## config.mk

```make
export PLATFORM = sky130hd
export DESIGN_NAME = i2c_scl_div_search
export DESIGN_NICKNAME = d
export VERILOG_FILES = /design/src/rtl/i2cdiv_pkg.sv /design/src/rtl/i2cdiv_rdiv.sv /design/src/rtl/i2cdiv_rate_class.sv /design/src/rtl/i2cdiv_encode.sv /design/src/rtl/i2c_scl_div_search.sv
export SDC_FILE = /design/constraint.sdc
export NUM_CORES = 1
export LEC_CHECK = 0
export BUFFER_PORTS_ARGS = -buffer_cell sky130_fd_sc_hd__buf_2
export CAP_MARGIN = 20
export CORE_MARGIN = 2
export CORE_UTILIZATION = 57
export DETAILED_ROUTE_END_ITERATION = 6
export GPL_TIMING_DRIVEN = 0
export PLACE_DENSITY = 0.74
export SETUP_SLACK_MARGIN = 0.4
export SLEW_MARGIN = 20
export SYNTH_ARGS = -nofsm -noshare
export SYNTH_HDL_FRONTEND = slang
export SYNTH_SLANG_ARGS = --single-unit
export TNS_END_PERCENT = 1
```

## constraint.sdc

```tcl
create_clock -name clk -period 14.3 [get_ports clk]
set_clock_uncertainty 0.05 [all_clocks]
set_input_delay 2.86 -clock clk [delete_from_list [all_inputs] [get_ports clk]]
set_output_delay 2.86 -clock clk [all_outputs]
set_load 0.02 [all_outputs]
```

## src/rtl/i2cdiv_pkg.sv

```systemverilog
package i2cdiv_pkg;

   typedef enum logic [1:0] {
      CALC_IDLE  = 2'd0,
      CALC_MIN   = 2'd1,
      CALC_STEP  = 2'd2,
      CALC_CHECK = 2'd3
   } calc_state_e;

   localparam logic [15:0] HS_TIMING_WORD = 16'h1303;
   localparam logic [15:0] HS_WORD_BASE   = 16'h0003;

endpackage

```

## src/rtl/i2cdiv_rdiv.sv

```systemverilog
// Bit-serial restoring divider: one quotient bit per cycle.
module i2cdiv_rdiv #(
   parameter int NUM_W = 20,
   parameter int DEN_W = 12
) (
   input  logic             clk,
   input  logic             rst_n,
   input  logic             go_i,
   input  logic [NUM_W-1:0] num_i,
   input  logic [DEN_W-1:0] den_i,
   output logic             done_o,
   output logic [NUM_W-1:0] quo_o
);
   localparam int CNT_W = $clog2(NUM_W + 1);

   if (NUM_W < 2) begin : g_bad_num
      $error("i2cdiv_rdiv: NUM_W must be at least 2");
   end
   if (DEN_W < 1) begin : g_bad_den
      $error("i2cdiv_rdiv: DEN_W must be at least 1");
   end

   logic [NUM_W-1:0] q_r, n_r;
   logic [DEN_W-1:0] d_r, r_r;
   logic [CNT_W-1:0] cnt_r;
   logic             busy_r;
   logic [DEN_W:0]   shifted;
   logic [DEN_W:0]   diff;
   logic             ge;

   // Shift the next numerator bit into the partial remainder and trial-subtract.
   always_comb begin
      shifted = {r_r, q_r[NUM_W-1]};
      ge      = shifted >= {1'b0, d_r};
      diff    = shifted - {1'b0, d_r};
   end

   always_ff @(posedge clk or negedge rst_n) begin
      if (!rst_n) begin
         q_r    <= '0;
         n_r    <= '0;
         d_r    <= '0;
         r_r    <= '0;
         cnt_r  <= '0;
         busy_r <= 1'b0;
         done_o <= 1'b0;
      end else begin
         done_o <= 1'b0;
         if (go_i) begin
            q_r    <= num_i;
            n_r    <= num_i;
            d_r    <= den_i;
            r_r    <= '0;
            cnt_r  <= CNT_W'(NUM_W);
            busy_r <= 1'b1;
         end else if (busy_r) begin
            q_r   <= {q_r[NUM_W-2:0], ge};
            r_r   <= ge ? diff[DEN_W-1:0] : shifted[DEN_W-1:0];
            cnt_r <= cnt_r - 1'b1;
            if (cnt_r == CNT_W'(1)) begin
               busy_r <= 1'b0;
               done_o <= 1'b1;
            end
         end
      end
   end

   assign quo_o = q_r;

   // a division is never launched with a zero divisor
   p_div_den_nz_r3: assert property (@(posedge clk) disable iff (!rst_n)
      go_i |-> (den_i != '0));

   // the finished quotient and remainder reconstruct the numerator exactly
   p_div_exact_r3: assert property (@(posedge clk) disable iff (!rst_n)
      done_o |-> ((({{DEN_W{1'b0}}, q_r} * {{NUM_W{1'b0}}, d_r})
                   + {{NUM_W{1'b0}}, r_r}) == {{DEN_W{1'b0}}, n_r})
                 && (r_r < d_r));

endmodule

```

## src/rtl/i2cdiv_rate_class.sv

```systemverilog
// Classifies the requested rate: rejected, speed class, step limit.
module i2cdiv_rate_class #(
   parameter int TGT_W        = 12,
   parameter int LIM_W        = 7,
   parameter int FS_MAX_KHZ   = 400,
   parameter int HS_MAX_KHZ   = 3400,
   parameter int STEP_LIM_STD = 64,
   parameter int STEP_LIM_HS  = 8
) (
   input  logic [TGT_W-1:0] tgt_i,
   output logic             bad_o,
   output logic             hs_o,
   output logic [LIM_W-1:0] lim_o
);
   logic over;

   if (FS_MAX_KHZ >= HS_MAX_KHZ) begin : g_bad_order
      $error("i2cdiv_rate_class: FS_MAX_KHZ must be below HS_MAX_KHZ");
   end

   // Only compare against the ceiling when the port is wide enough to exceed it.
   if (HS_MAX_KHZ < (2 ** TGT_W) - 1) begin : g_over_cmp
      assign over = tgt_i > TGT_W'(HS_MAX_KHZ);
   end else begin : g_over_none
      assign over = 1'b0;
   end

   if (FS_MAX_KHZ < (2 ** TGT_W) - 1) begin : g_hs_cmp
      assign hs_o = tgt_i > TGT_W'(FS_MAX_KHZ);
   end else begin : g_hs_none
      assign hs_o = 1'b0;
   end

   assign bad_o = (tgt_i == '0) || over;
   assign lim_o = hs_o ? LIM_W'(STEP_LIM_HS) : LIM_W'(STEP_LIM_STD);

endmodule

```

## src/rtl/i2cdiv_encode.sv

```systemverilog
// Packs the chosen sample/step pair into the two register words.
module i2cdiv_encode #(
   parameter int SMP_W = 4,
   parameter int LIM_W = 7
) (
   input  logic             hs_i,
   input  logic [SMP_W-1:0] smp_i,
   input  logic [LIM_W-1:0] stp_i,
   output logic [15:0]      timing_o,
   output logic [15:0]      hsw_o
);
   import i2cdiv_pkg::*;

   if (SMP_W > 16 || LIM_W > 16) begin : g_bad_w
      $error("i2cdiv_encode: field widths exceed a 16-bit word");
   end

   logic [15:0] smp_m1, stp_m1;

   always_comb begin
      smp_m1 = 16'(smp_i) - 16'd1;
      stp_m1 = 16'(stp_i) - 16'd1;
      if (hs_i) begin
         timing_o = HS_TIMING_WORD;
         hsw_o    = HS_WORD_BASE
                  | ((smp_m1 & 16'h0007) << 12)
                  | ((stp_m1 & 16'h0007) << 8);
      end else begin
         timing_o = ((smp_m1 & 16'h0007) << 8) | (stp_m1 & 16'h003F);
         hsw_o    = 16'h0000;
      end
   end

endmodule

```

## src/rtl/i2c_scl_div_search.sv

```systemverilog
module i2c_scl_div_search #(
   parameter int SRC_W        = 20,
   parameter int TGT_W        = 12,
   parameter int SAMPLE_MAX   = 8,
   parameter int STEP_LIM_STD = 64,
   parameter int STEP_LIM_HS  = 8,
   parameter int FS_MAX_KHZ   = 400,
   parameter int HS_MAX_KHZ   = 3400
) (
   input  logic             clk,
   input  logic             rst_n,
   input  logic             start_i,
   input  logic [SRC_W-1:0] src_khz_i,
   input  logic [TGT_W-1:0] tgt_khz_i,
   output logic [15:0]      timing_word_o,
   output logic [15:0]      hs_word_o,
   output logic             done_o,
   output logic             err_o
);
   import i2cdiv_pkg::*;

   localparam int SMP_W  = $clog2(SAMPLE_MAX + 1);
   localparam int LIM_W  = $clog2(STEP_LIM_STD + 1);
   localparam int NUM_W  = SRC_W;
   localparam int DEN_W  = TGT_W;
   localparam int PROD_W = NUM_W + SMP_W;
   localparam int CHK_W  = TGT_W + 2 + SMP_W + LIM_W;

   if (TGT_W >= SRC_W - 1) begin : g_bad_w
      $error("i2c_scl_div_search: TGT_W must be at least 2 below SRC_W");
   end
   if (SMP_W > TGT_W) begin : g_bad_smp
      $error("i2c_scl_div_search: sample count must fit the divisor width");
   end
   if (STEP_LIM_HS > STEP_LIM_STD) begin : g_bad_lim
      $error("i2c_scl_div_search: high-speed limit exceeds standard limit");
   end

   calc_state_e      state;
   logic [SRC_W-1:0] src_q;
   logic [TGT_W-1:0] tgt_q;
   logic             hs_q;
   logic [LIM_W-1:0] lim_q;
   logic [NUM_W-1:0] min_q;
   logic [SMP_W-1:0] smp_q;
   logic [PROD_W-1:0] best_q;
   logic [SMP_W-1:0] bsmp_q;
   logic [LIM_W-1:0] bstp_q;

   logic             div_go;
   logic [NUM_W-1:0] div_num;
   logic [DEN_W-1:0] div_den;
   logic             div_done;
   logic [NUM_W-1:0] div_quo;

   logic             cls_bad, cls_hs;
   logic [LIM_W-1:0] cls_lim;
   logic [15:0]      enc_timing, enc_hs;

   logic [PROD_W-1:0] cand_prod;
   logic              cand_fits, cand_better, cand_exact;
   logic [CHK_W-1:0]  chk_bound;
   logic              chk_fail;

   i2cdiv_rate_class #(
      .TGT_W(TGT_W), .LIM_W(LIM_W), .FS_MAX_KHZ(FS_MAX_KHZ),
      .HS_MAX_KHZ(HS_MAX_KHZ), .STEP_LIM_STD(STEP_LIM_STD),
      .STEP_LIM_HS(STEP_LIM_HS)
   ) u_class (
      .tgt_i(tgt_khz_i), .bad_o(cls_bad), .hs_o(cls_hs), .lim_o(cls_lim)
   );

   i2cdiv_rdiv #(.NUM_W(NUM_W), .DEN_W(DEN_W)) u_div (
      .clk(clk), .rst_n(rst_n), .go_i(div_go), .num_i(div_num),
      .den_i(div_den), .done_o(div_done), .quo_o(div_quo)
   );

   i2cdiv_encode #(.SMP_W(SMP_W), .LIM_W(LIM_W)) u_enc (
      .hs_i(hs_q), .smp_i(bsmp_q), .stp_i(bstp_q),
      .timing_o(enc_timing), .hsw_o(enc_hs)
   );

   // Candidate evaluation for the step count just returned by the divider.
   always_comb begin
      cand_prod   = PROD_W'(div_quo) * PROD_W'(smp_q);
      cand_fits   = div_quo <= NUM_W'(lim_q);
      cand_better = cand_fits && (cand_prod < best_q);
      cand_exact  = cand_prod == PROD_W'(min_q);
   end

   // Achieved rate exceeds target  <=>  source >= (target+1) * 2 * s * step.
   always_comb begin
      chk_bound = (CHK_W'(tgt_q) + CHK_W'(1)) * CHK_W'(2)
                * CHK_W'(bsmp_q) * CHK_W'(bstp_q);
      chk_fail  = CHK_W'(src_q) >= chk_bound;
   end

   always_ff @(posedge clk or negedge rst_n) begin
      if (!rst_n) begin
         state         <= CALC_IDLE;
         src_q         <= '0;
         tgt_q         <= '0;
         hs_q          <= 1'b0;
         lim_q         <= '0;
         min_q         <= '0;
         smp_q         <= '0;
         best_q        <= '0;
         bsmp_q        <= '0;
         bstp_q        <= '0;
         div_go        <= 1'b0;
         div_num       <= '0;
         div_den       <= '0;
         timing_word_o <= '0;
         hs_word_o     <= '0;
         done_o        <= 1'b0;
         err_o         <= 1'b0;
      end else begin
         done_o <= 1'b0;
         div_go <= 1'b0;
         unique case (state)
            CALC_IDLE: begin
               if (start_i) begin
                  src_q <= src_khz_i;
                  tgt_q <= tgt_khz_i;
                  hs_q  <= cls_hs;
                  lim_q <= cls_lim;
                  if (cls_bad) begin
                     done_o        <= 1'b1;
                     err_o         <= 1'b1;
                     timing_word_o <= '0;
                     hs_word_o     <= '0;
                  end else begin
                     div_go  <= 1'b1;
                     div_num <= NUM_W'(src_khz_i >> 1) + NUM_W'(tgt_khz_i)
                              - NUM_W'(1);
                     div_den <= tgt_khz_i;
                     state   <= CALC_MIN;
                  end
               end
            end
            CALC_MIN: begin
               if (div_done) begin
                  min_q <= div_quo;
                  if (div_quo == '0) begin
                     done_o        <= 1'b1;
                     err_o         <= 1'b1;
                     timing_word_o <= '0;
                     hs_word_o     <= '0;
                     state         <= CALC_IDLE;
                  end else begin
                     smp_q   <= SMP_W'(1);
                     best_q  <= PROD_W'(SAMPLE_MAX) * PROD_W'(lim_q);
                     bsmp_q  <= SMP_W'(SAMPLE_MAX);
                     bstp_q  <= lim_q;
                     div_go  <= 1'b1;
                     div_num <= div_quo;
                     div_den <= DEN_W'(1);
                     state   <= CALC_STEP;
                  end
               end
            end
            CALC_STEP: begin
               if (div_done) begin
                  if (cand_better) begin
                     best_q <= cand_prod;
                     bsmp_q <= smp_q;
                     bstp_q <= div_quo[LIM_W-1:0];
                  end
                  if ((cand_better && cand_exact) ||
                      (smp_q == SMP_W'(SAMPLE_MAX))) begin
                     state <= CALC_CHECK;
                  end else begin
                     smp_q   <= smp_q + SMP_W'(1);
                     div_go  <= 1'b1;
                     div_num <= min_q + NUM_W'(smp_q);
                     div_den <= DEN_W'(smp_q) + DEN_W'(1);
                  end
               end
            end
            CALC_CHECK: begin
               done_o        <= 1'b1;
               err_o         <= chk_fail;
               timing_word_o <= chk_fail ? 16'h0000 : enc_timing;
               hs_word_o     <= chk_fail ? 16'h0000 : enc_hs;
               state         <= CALC_IDLE;
            end
            default: state <= CALC_IDLE;
         endcase
      end
   end

   // a zero target is refused in the very next cycle
   p_zero_tgt_r1: assert property (@(posedge clk) disable iff (!rst_n)
      (state == CALC_IDLE && start_i && tgt_khz_i == '0) |=> (done_o && err_o));

   // the chosen pair respects the step limit and a valid sample count
   p_pick_in_range_r4: assert property (@(posedge clk) disable iff (!rst_n)
      (state == CALC_CHECK) |-> (bstp_q <= lim_q && bstp_q != '0
                                  && bsmp_q != '0
                                  && bsmp_q <= SMP_W'(SAMPLE_MAX)));

   // an error result carries zero words
   p_err_words_zero_r5: assert property (@(posedge clk) disable iff (!rst_n)
      (done_o && err_o) |-> (timing_word_o == 16'h0 && hs_word_o == 16'h0));

   // standard/fast results leave the high-speed word clear
   p_std_hs_clear_r6: assert property (@(posedge clk) disable iff (!rst_n)
      (done_o && !err_o && !hs_q) |-> (hs_word_o == 16'h0));

   // high-speed results carry the fixed timing word and base bits
   p_hs_fixed_r7: assert property (@(posedge clk) disable iff (!rst_n)
      (done_o && !err_o && hs_q) |-> (timing_word_o == HS_TIMING_WORD
                                      && hs_word_o[1:0] == 2'b11));

   // results only move together with the done strobe
   p_hold_r8: assert property (@(posedge clk) disable iff (!rst_n)
      !done_o |-> ($stable(timing_word_o) && $stable(hs_word_o) && $stable(err_o)));

   // a start during a search does not disturb the captured rates
   p_busy_ignore_r9: assert property (@(posedge clk) disable iff (!rst_n)
      (state != CALC_IDLE && start_i) |=> ($stable(src_q) && $stable(tgt_q)));

endmodule

```

Yosys cells after proc, flatten, opt, wreduce, memory -nomap -nowiden:

Cells that the tools add are included.

* $lt $le $gt $ge: 6
* multiply operators: 3
* bitwise gates (word level): 2
* mux-type cells: 82
* shift operators: 0
* div/mod/pow operators: 0
* $add $sub $neg: 10
* reduce and logical (&&, ||, !) cells: 18
* eq/ne operators: 16

Operator list (number)
* $mux 20: 8
* $mux 12: 9
* $mux 16: 6
* $mux 24: 4
* $pmux 16 s3: 2
* $pmux 20 s3: 1
* $pmux 24 s2: 1
* $pmux 12 s3: 1
* $mux 7: 5
* $mux 4: 8
* $ge 20x25->1: 1
* $eq 24x20->1: 1
* $lt 24x24->1: 1
* $mul 17x7->24: 1
* $mul 20x4->24: 1
* $add 19x12->20: 1
* $add 20x4->20: 1
* $le 20x7->1: 1
* $logic_not 20->1: 1
* $mux 1: 20
* $reduce_and 5->1: 4
* $sub 20x1->20 const B: 1
* $mul 13x4->17: 1
* $ne 2x2->1 const B: 8
* other kinds (33): 49

* RAM bits: 0
* memories: 0
* bits in latches: 0
* ROM bits: 0
* register bits: 219
* output and inout bits: 34
* word-level logic and storage cells: 160
* input port bits: 35

Logic depth before layout (Yosys ltp):

Gate-level depths: netlist (run 1).

* depth in word-level cells: 8
* depth in mapped cells: 41
* mapped depth without buffers: 39

Hierarchy:

A second synthesis (run 1) with hierarchy kept.

* cells, all modules: 2512
* area total of the unflattened synthesis: 21833.4 µm²

By module, submodules not included
* i2c_scl_div_search: seq. area each 4204.0 µm², cells each 2128, times used 1, area an instance 18408.9 µm²
* i2cdiv_rdiv: seq. area each 1276.2 µm², cells each 316, times used 1, area an instance 2949.1 µm²
* i2cdiv_encode: seq. area each 0.0 µm², cells each 48, times used 1, area an instance 332.8 µm²
* i2cdiv_rate_class: seq. area each 0.0 µm², cells each 20, times used 1, area an instance 142.6 µm²

Worst setup path before layout (run 1):

OpenSTA, ideal clock, no wires.

* path type: register -> register
* start: reg tgt_q[0]
* end: reg timing_word_o[0]
* required time: 14.122 ns
* setup time: 0.128 ns
* clock period less this slack: 9.125 ns
* arrival: 8.947 ns
* stages on the path, launching flop included: 41
* path buffers: 2
* setup slack: 5.175 ns
* cell sequence: dfrtp_1 -> clkbuf_1 -> nand3_1 -> xor2_1 -> nor2_1 -> fa_1 -> inv_1 -> fa_1 -> inv_1 -> ha_1 -> a21o_1 -> a21oi_1 -> o21bai_1 -> a21oi_1 -> o21bai_1 -> a211o_1 -> a2111o_1 -> nand2_1 -> (+5 left out) -> inv_1 -> fa_1 -> inv_1 -> ha_1 -> a21o_1 -> a21oi_1 -> o21ai_0 -> a21oi_1 -> xnor2_1 -> ha_1 -> nand4_1 -> nor2_1 -> o21ai_0 -> a31oi_1 -> nand3_1 -> o41ai_2 -> buf_2 -> o21ai_0

* longest elaborated chain between the ends: 6

Ends and longest elaborated chain
* start, declared: RTL line i2c_scl_div_search.sv:41 `logic [TGT_W-1:0] tgt_q;`
* start signal, assigned: RTL line i2c_scl_div_search.sv:124 `tgt_q <= tgt_khz_i;`
* $add 12x1->13: RTL line i2c_scl_div_search.sv:93 `chk_bound = (CHK_W'(tgt_q) + CHK_W'(1)) * CHK_W'(2)`
* $mul 13x4->17: RTL line i2c_scl_div_search.sv:94 `* CHK_W'(bsmp_q) * CHK_W'(bstp_q);`
* $mul 17x7->24: RTL line i2c_scl_div_search.sv:94
* $ge 20x25->1: RTL line i2c_scl_div_search.sv:95 `chk_fail = CHK_W'(src_q) >= chk_bound;`
* $mux 16: RTL line i2c_scl_div_search.sv:183 `timing_word_o <= chk_fail ? 16'h0000 : enc_timing;`
* $pmux 16 s3: RTL line i2c_scl_div_search.sv:120 `unique case (state)`
* end signal, assigned: RTL line i2c_scl_div_search.sv:183
* end, declared: RTL line i2c_scl_div_search.sv:15 `output logic [15:0] timing_word_o,`

No other way between the ends.
A chain may end at the register's enable or synchronous reset.

Final worst setup path (run 1):

* start: reg tgt_q[0]
* end: reg timing_word_o[9]

The elaborated chain is that of the path after synthesis.

==> results of run 1 <==
## critical path: cells and delay by family, from the launching register on
family,cells,cell delay [ps]
XOR/XNOR,3,860
flip-flops,1,350
buffers and inverters,7,890
AND/OR/NAND/NOR,6,760
AO/OA/AOI/OAI,16,3470
adder cells (fa/ha/maj),9,4070
## logic make-up (layout without fill, tap and decap cells)
logic type / count (synthesis) / after routing / synth area share (%)
AND/OR/NAND/NOR: 820 / 820 / 19.37
AO/OA/AOI/OAI: 475 / 475 / 14.73
buffers and inverters: 415 / 503 / 7.975
adder cells (fa/ha/maj): 328 / 328 / 24.52
flip-flops: 197 / 197 / 23.63
XOR/XNOR: 113 / 113 / 4.887
multiplexers: 84 / 84 / 4.875
other: 1 / 14 / 0.01797
## cell type report
type / instances / area share [%]
flip-flops and latches: 197 / 21.95
repair buffers: 56 / 1.493
multi-input cells: 1834 / 63.78
well taps: 468 / 2.608
clock buffers: 17 / 1.895
inverters: 277 / 4.631
clock inverters: 15 / 0.8581
plain buffers: 138 / 2.781
## registers in the layout, summed over array words and instances (netlist names), 20 cells and up, named ones only
signal	flops
best_q	24
src_q	20
u_div.quo_o	20
div_num	20
min_q	20
## path summary, 6_finish.rpt
check                                              from  cells after the start  slack (ps)                            to
setup / recovery                   tgt_q[0]$_DFFE_PN0P_                     41        3700  timing_word_o[9]$_DFFE_PN0P_
hold / removal             timing_word_o[3]$_DFFE_PN0P_                      2         430  timing_word_o[3]$_DFFE_PN0P_
setup reg to reg                   tgt_q[0]$_DFFE_PN0P_                     41        3700  timing_word_o[9]$_DFFE_PN0P_
hold reg to reg            timing_word_o[3]$_DFFE_PN0P_                      2         430  timing_word_o[3]$_DFFE_PN0P_
max in group asynchronous                         rst_n                      2       11180        div_den[1]$_DFFE_PN0P_
min in group asynchronous                         rst_n                      1        2240         min_q[18]$_DFFE_PN0P_
## power by group through the flow
stage / sequential (W) / combinational (W) / clock, W
2_1_floorplan: 0.000568 / 0.0000532 / 0
3_3_place_gp: 0.000568 / 0.0000867 / 0
3_5_place_dp: 0.000568 / 0.0000899 / 0
4_1_cts: 0.000556 / 0.0000911 / 0.000515
5_1_grt: 0.000557 / 0.000101 / 0.000536
6_report: 0.000556 / 0.0000916 / 0.000512
## per-stage QoR
stage               worst slack, ps  std cells  instance area (µm²)  total power (W)
finish                         3704       3002                22450         0.001160
global route                   2861       3002                22450         0.001193
CTS                            3645       3002                22450         0.001163
detailed placement             3687       2970                21840        0.0006575
global placement               3704       2968                21770        0.0006544
floorplan                      5175       2446                20920        0.0006210
## placed cells by master, fill, tap and decap left out, drive strengths merged, types with 14 or more instances in the layout
cell type	Yosys	routed
nand3	57	57
buf	39	95
fa	135	135
and3	14	14
a311oi	15	15
nand4	22	22
a21o	28	28
conb	1	14
o21ai	172	172
dfrtp	197	197
nand2	299	299
nor4	16	16
xnor2	68	68
xor2	43	43
o21a	15	15
clkbuf	99	116
inv	276	283
nor3	31	31
mux2i	30	30
a211oi	16	16
a21oi	85	85
nor2b	36	36
o31ai	21	21
nor2	139	139
and2	122	122
ha	193	193
mux2	54	54
nand2b	33	33
a31oi	14	14
## metal layers
layer	routed length (µm)	GRT usage, %	vias up	part of all wire [%]
met5	0	0	-	0
met4	2331	13.26	0	4.1
met3	2505	2.815	148	4.4
met2	28230	53.19	524	50
met1	23760	39.14	8791	42
li1	-	-	8363	-
==> out/results.txt, run 1 <==
The flow ran to the end, but the final reports show violations. The checks that failed: DRC. The routability congestion estimate is 0.9165, and the largest incremental delay on the critical path is 760 ps.

The worst hold slack is 429.6 ps. Yosys printed 0 warnings. For the required time of the worst setup path, the log shows 14580 ps.

Most repeated cell in the gate-level netlist after synthesis: nand2_1. The number of clock buffers added by TritonCTS is 17. In this run the worst hold path is classified as flip-flop to flip-flop. The smallest clock period supported by the final layout is computed as 10600 ps.

In this run the worst path has a maximum fanout of 10. The first global-routing pass estimated 93.48 mm of wire. In the final timing run, aggregate negative setup slack is 0 ps. Before antenna repair, the detailed router went through 7 iterations. The logs give 0 for the number of pins with negative max-slew slack in the final report and 1199 for the violation count after the first detailed-route iteration. The number of antenna diodes in the final layout is 0. Setup violations remaining at the end of the flow were counted as 0. The root buffer cell was clkbuf_16.

During placement, the flow inserted port buffers numbering 54. For the worst-skew pair, the clock arrives at the later sink with an insertion delay of 460 ps. STA classifies the critical path endpoint as a flip-flop.

Counting flops with an async set or reset pin after synthesis yields a share of 100.0%. The final layout contains routed wiring with a total length of 56.82 mm. The number of vias after detailed routing is 17830.

The total area inside the core boundary comes to 36350 µm². Of the available clock period, the critical path in the final layout requires 74.10%. The largest area contributor in the netlist is dfrtp_1. Combinational cells account for 7.9% of the total power.

Entering global routing, the biggest net connects 93 pins. In the final layout, the share of cells above drive strength 1 is 7.814%. The critical path data arrival time is 10870 ps. The total die area was 38150 µm². In this run the power spent charging and discharging nets is 0.0003301 W. For this design the top-level I/O count stands at 69.

The count of buffers added by post-CTS timing repair for setup is 0, and the fraction of power spent switching nets is 28.46%. After floorplanning, the core was divided into 70 placement rows. Area share of the leading cell type in the synthesized netlist: 23.63%.

The average wire per cell in the routed design works out to 18.93 µm. Setup repair after global routing left no endpoint under its margin. Among all flip-flop cells after synthesis, the most frequent one is dfrtp_1. IR analysis of the VDD net gives a maximum drop of 0.07180 mV. Counting the fill cells in the layout gives 3224. For the DRC violation count after routing, the log shows 4.

The flop and latch count out of synthesis works out to 197. For the highest achievable clock rate, the log shows 0.09437 GHz. The estimated wirelength of the detail-placed design is 45.28 mm.

The cell area power density is 51.66 nW/µm², and the number of instances in the synthesized netlist is 2433. The count of hold-fix buffers inserted at cts was 0. For the effective utilization at floorplan, the log shows 57.41%.

The run gives 14320 µm² as the area of the multi-input gates. By count the netlist is led by nand2_1 (299), inv_1 (276), dfrtp_1 (197). Across the run, the number of max-cap violations was 0. The via count of the first global-routing pass was 18080; the H-tree depth was 4.

Counting along the longest clock path gives a buffer depth of 2. At the pin with the least slew margin, the transition time is 943.5 ps. The logs give 11.22 nW for the reported leakage power and 48.0% for the power share of the sequential group.

The final net count came out at 2884. Ranked by total cell area, the synthesized netlist is headed by dfrtp_1 (24%), fa_1 (13%), ha_1 (12%). In this run the remaining antenna-violating nets after routing total 0. Horizontal die dimension: 195.3 µm. CTS saw 197 sinks. The number of resized instances in the post-cts repair step came out at 0. Internal power comes to 0.0008299 W. The worst setup path is launched from a flip-flop. The cell area after synthesis is 20870 µm², and the post-route core utilization is 61.78%.

Global routing used 30.62% of the available tracks across all layers. For the hold violation count in the final report, the log shows 0. The critical path class was flip-flop to flip-flop. The layout overhead on the synthesized area works out to 7.609%.

The mean cell area of the mapped netlist is 8.576 µm², and the via count normalized by instance count is 5.938. Clock-pin slew reported for the worst setup and hold paths after clock tree synthesis: 80 ps. The run gives 0 as the leftover overflow at the end of global routing.

In this run the tightest slew margin relative to its limit is 36.41%. The sequential fraction of the synthesis area was 23.63%; the relative contribution of the clock network to total power was 44.1%. Standard cell with the maximum stage delay on the critical path: o41ai_2.

Across the whole layout, storage elements account for 4930 µm². The die is 195.3 µm tall. The logs give 0 for the initial antenna violation count and 91 for the count of cell types in the netlist. TritonCTS built the clock tree. The count of flip-flops with a built-in enable after synthesis came out at 0.

The most numerous cell type found on the critical path is fa_1.
(Power assumes the default switching activity.)
==> run 2, diff against run 1 <==
Settings changed: PLACE_DENSITY 0.74 to 0.77.
Clock period 14.3 ns to 8.7 ns, I/O delays scaled along.
==> run 2 against run 1 <==
The run ends with setup timing left; routed wire length rose by 2.2%; design area rose by 3.8%; worst setup slack got worse by 4400 ps; global-route usage fell by 0.25 points; largest power group unchanged; first-iteration DRC count rose by 3.3%; sequential power rose by 65%.
==> out/results.txt, run 2 (synthesized netlist as in run 1, its figures left out) <==
Number of buffers added on ports: 54 (unchanged). Clock buffer count from CTS: 17 (unchanged). The run finished, with violations left.

The worst hold path begins at timing_word_o[4]$_DFFE_PN0P_. The logs give 11.52 nW (+2.7%) for the reported leakage power and 5 (-2) for the number of detailed-routing iterations run before antenna repair. Worst ir drop on vdd: 0.1345 mV (+87%). The logs give 0.1062 GHz (+13%) for the highest achievable clock rate and 0 (unchanged) for the count of hold-fix buffers inserted at cts. The run gives 36350 µm² (unchanged) as the area of the core. Startpoint class of the critical path: a flip-flop. The path class of the tightest hold or removal check is flip-flop to flip-flop. H-tree depth: 4 (unchanged). Hold violation count in the final report: 0 (unchanged). The final reports fail on setup timing. The wire length of the first global-routing pass is 92.64 mm (-0.90%).

Leaving out fill and tap cells, the most frequent cells in the layout are nand2_1 (295), inv_1 (273), dfrtp_1 (195). The logs give 0 (unchanged) for the number of max-cap violations and 17960 (-0.66%) for the via count of the first global-routing pass. The tools report the total power after layout as 0.001935 W (+67%).

The critical path class was flip-flop to flip-flop. The flip-flop count of the largest register after layout is 24 (unchanged). The time the final worst path needs with I/O delays and setup is 9418 ps (-1178 ps).

The tools report the type of destination of the critical path as a flip-flop. The via count normalized by instance count is 5.985 (+0.79%), and the average wire per cell in the routed design is 19.16 µm (+1.2%). The clock-pin slew reported for the worst setup and hold paths after clock tree synthesis came out at 90 ps (about the same). Among cell families on the critical path, the largest total delay comes from adder cells.

The number of antenna diodes came out at 0 (unchanged). The tree is rooted in a clkbuf_16. The final worst slack was -718.1 ps (-4422 ps). The logs give 1239 (+3.3%) for the violation count after the first detailed-route iteration and 9040 ps (-5540 ps) for the required time of the worst setup path. The critical path starts at tgt_q[0]$_DFFE_PN0P_. The commonest non-fill, non-tap cell in the layout is nand2_1.

The cell area power density works out to 83.01 nW/µm² (+61%). Standard cell with the maximum stage delay on the critical path: fa_1. The run gives 0.9526 (+3.9%) as the routability congestion estimate. Setup repair after global routing could not meet its margin everywhere. The logs give 18140 (+1.8%) for the number of vias after detailed routing and 9760 ps (-1110 ps) for the critical path data arrival time. Total clock sinks: 197 (unchanged).

All-layer global routing usage: 30.37% (-0.25 points). The vertical extent of the die was 195.3 µm (unchanged); the number of top-level pins was 69 (unchanged). The tools report the number of fill cells as 2997 (-7.0%). The worst path buffer plus inverter count was 5 (-2); the ratio of cells with drive above 1 in the final layout was 12.25% (+4.4 points).

Compared with the post-synthesis result, the final layout area differs by 11.70%. The register with the most flip-flops is best_q. The share of the clock period used by the worst path after layout was 108.3% (+34 points).

Placement-stage worst setup slack: -1474 ps (-5160 ps). The tools report the launch point of the worst reg-to-reg path as tgt_q[0]$_DFFE_PN0P_. The number of rows in the core area was 70 (unchanged). The run gives 470 ps (about the same) as the clock latency at the later pin of the worst-skew pair.

The horizontal die dimension came out at 195.3 µm (unchanged). The maximum fanout along the worst path is 6 (-4), and the total die area is 38150 µm² (unchanged). TritonCTS built the clock tree. The most numerous cell type found on the critical path is fa_1. The slew at the pin closest to its max-slew limit is 949.3 ps (+5.764 ps).

For the estimated wirelength of the detail-placed design, the log shows 45.26 mm (about the same). The remaining antenna violation count was 0 (unchanged); the largest incremental delay on the critical path was 520 ps (-240 ps). The tools report the leftover overflow at the end of global routing as 0 (unchanged).

The logs give 35.08% (-1.3 points) for the worst max-slew margin expressed relative to the limit and 17 (+17) for the total of endpoints with negative setup slack in the final report. For the DRC violation count after routing, the log shows 0 (-4). For the final net count, the log shows 2913 (+1.0%). The effective utilization at floorplan is 57.41% (unchanged), and the number of buffers on the longest clock path is 2 (unchanged). The aggregate routed wire length is 58.07 mm (+2.2%). Number of pins with negative max-slew slack in the final report: 0 (unchanged). The run gives 0 (unchanged) as the initial antenna violation count. The maximum number of pins on one net before global-route repair was 86 (-7.5%).
run 2: cell count changes in the layout (fill, tap and decap cells not counted), moves of 8 or more:
cell	before	now
ha_4	0	10
buf_4	16	46
clkbuf_1	99	90
xnor2_1	68	57
xor2_1	43	35
a21oi_2	1	12
o21ai_0	167	159
a21oi_1	84	72
ha_1	193	183
run 2: per-layer routing:
layer / wire length, µm / up-vias / global-route usage (%)
met2: 28730 / 609 / 52.16
met3: 2898 / 170 / 3.316
met1: 23960 / 8949 / 38.74
met5: 0 / - / 0
li1: - / 8412 / -
met4: 2478 / 0 / 13.71
run 2: repair_timing:
| item | CTS | global route |
|---|---|---|
| resized for setup | 38 | 55 |
| setup buffers | 17 | 12 |
| endpoints found under the setup margin | 76 | 90 |
| pin swaps | 21 | 48 |
run 2: cell type report:
type | count | area [µm²] | share of cell area, %
multi-input cells | 1834 | 14900 | 63.91
flip-flops and latches | 197 | 4932 | 21.16
inverters | 277 | 1044 | 4.477
plain buffers | 138 | 646.9 | 2.775
well taps | 468 | 585.6 | 2.512
repair buffers | 85 | 553.0 | 2.373
clock buffers | 17 | 425.4 | 1.825
clock inverters | 15 | 224.0 | 0.9609
run 2: metrics by stage:
stage | cells | hold slack, ps | util [%] | area (µm²) | setup TNS (ps)
after floorplan | 2446 | 399.2 | - | 21060 | 0
after global placement | 2968 | 408.5 | 60.30 | 21920 | -20260
after detailed placement | 2970 | 419.6 | 60.48 | 21980 | -23210
after CTS | 3019 | 439.3 | 63.17 | 22960 | -7388
after global routing | 3031 | 460.0 | 64.12 | 23310 | -14950
final | 3031 | 434.3 | 64.12 | 23310 | -11210
run 2: final timing paths:
check	to	slack [ps]	cells past startpoint
max in group asynchronous	tgt_q[3]$_DFFE_PN0P_	6320	3
max reg2reg	err_o$_DFFE_PN0P_	-720	39
max	err_o$_DFFE_PN0P_	-720	39
min reg2reg	timing_word_o[4]$_DFFE_PN0P_	430	2
min in group asynchronous	best_q[19]$_DFFE_PN0P_	1120	1
min	timing_word_o[4]$_DFFE_PN0P_	430	2
run 2: where the power goes:
group | switching [W] | internal [W] | total, W
registers | 0 | 0.000915 | 0.000915
clock network | 0.000461 | 0.000408 | 0.000869
logic | 0.0000980 | 0.0000529 | 0.000151
run 2: worst register-to-register path, delay by kind of cell (launching register included):
| family | cells | cell delay [ps] |
|---|---|---|
| compound gates | 15 | 3190 |
| xor+xnor | 3 | 450 |
| fa+ha+maj | 10 | 3930 |
| buf+inv | 5 | 430 |
| flops | 1 | 420 |
| simple gates | 6 | 880 |
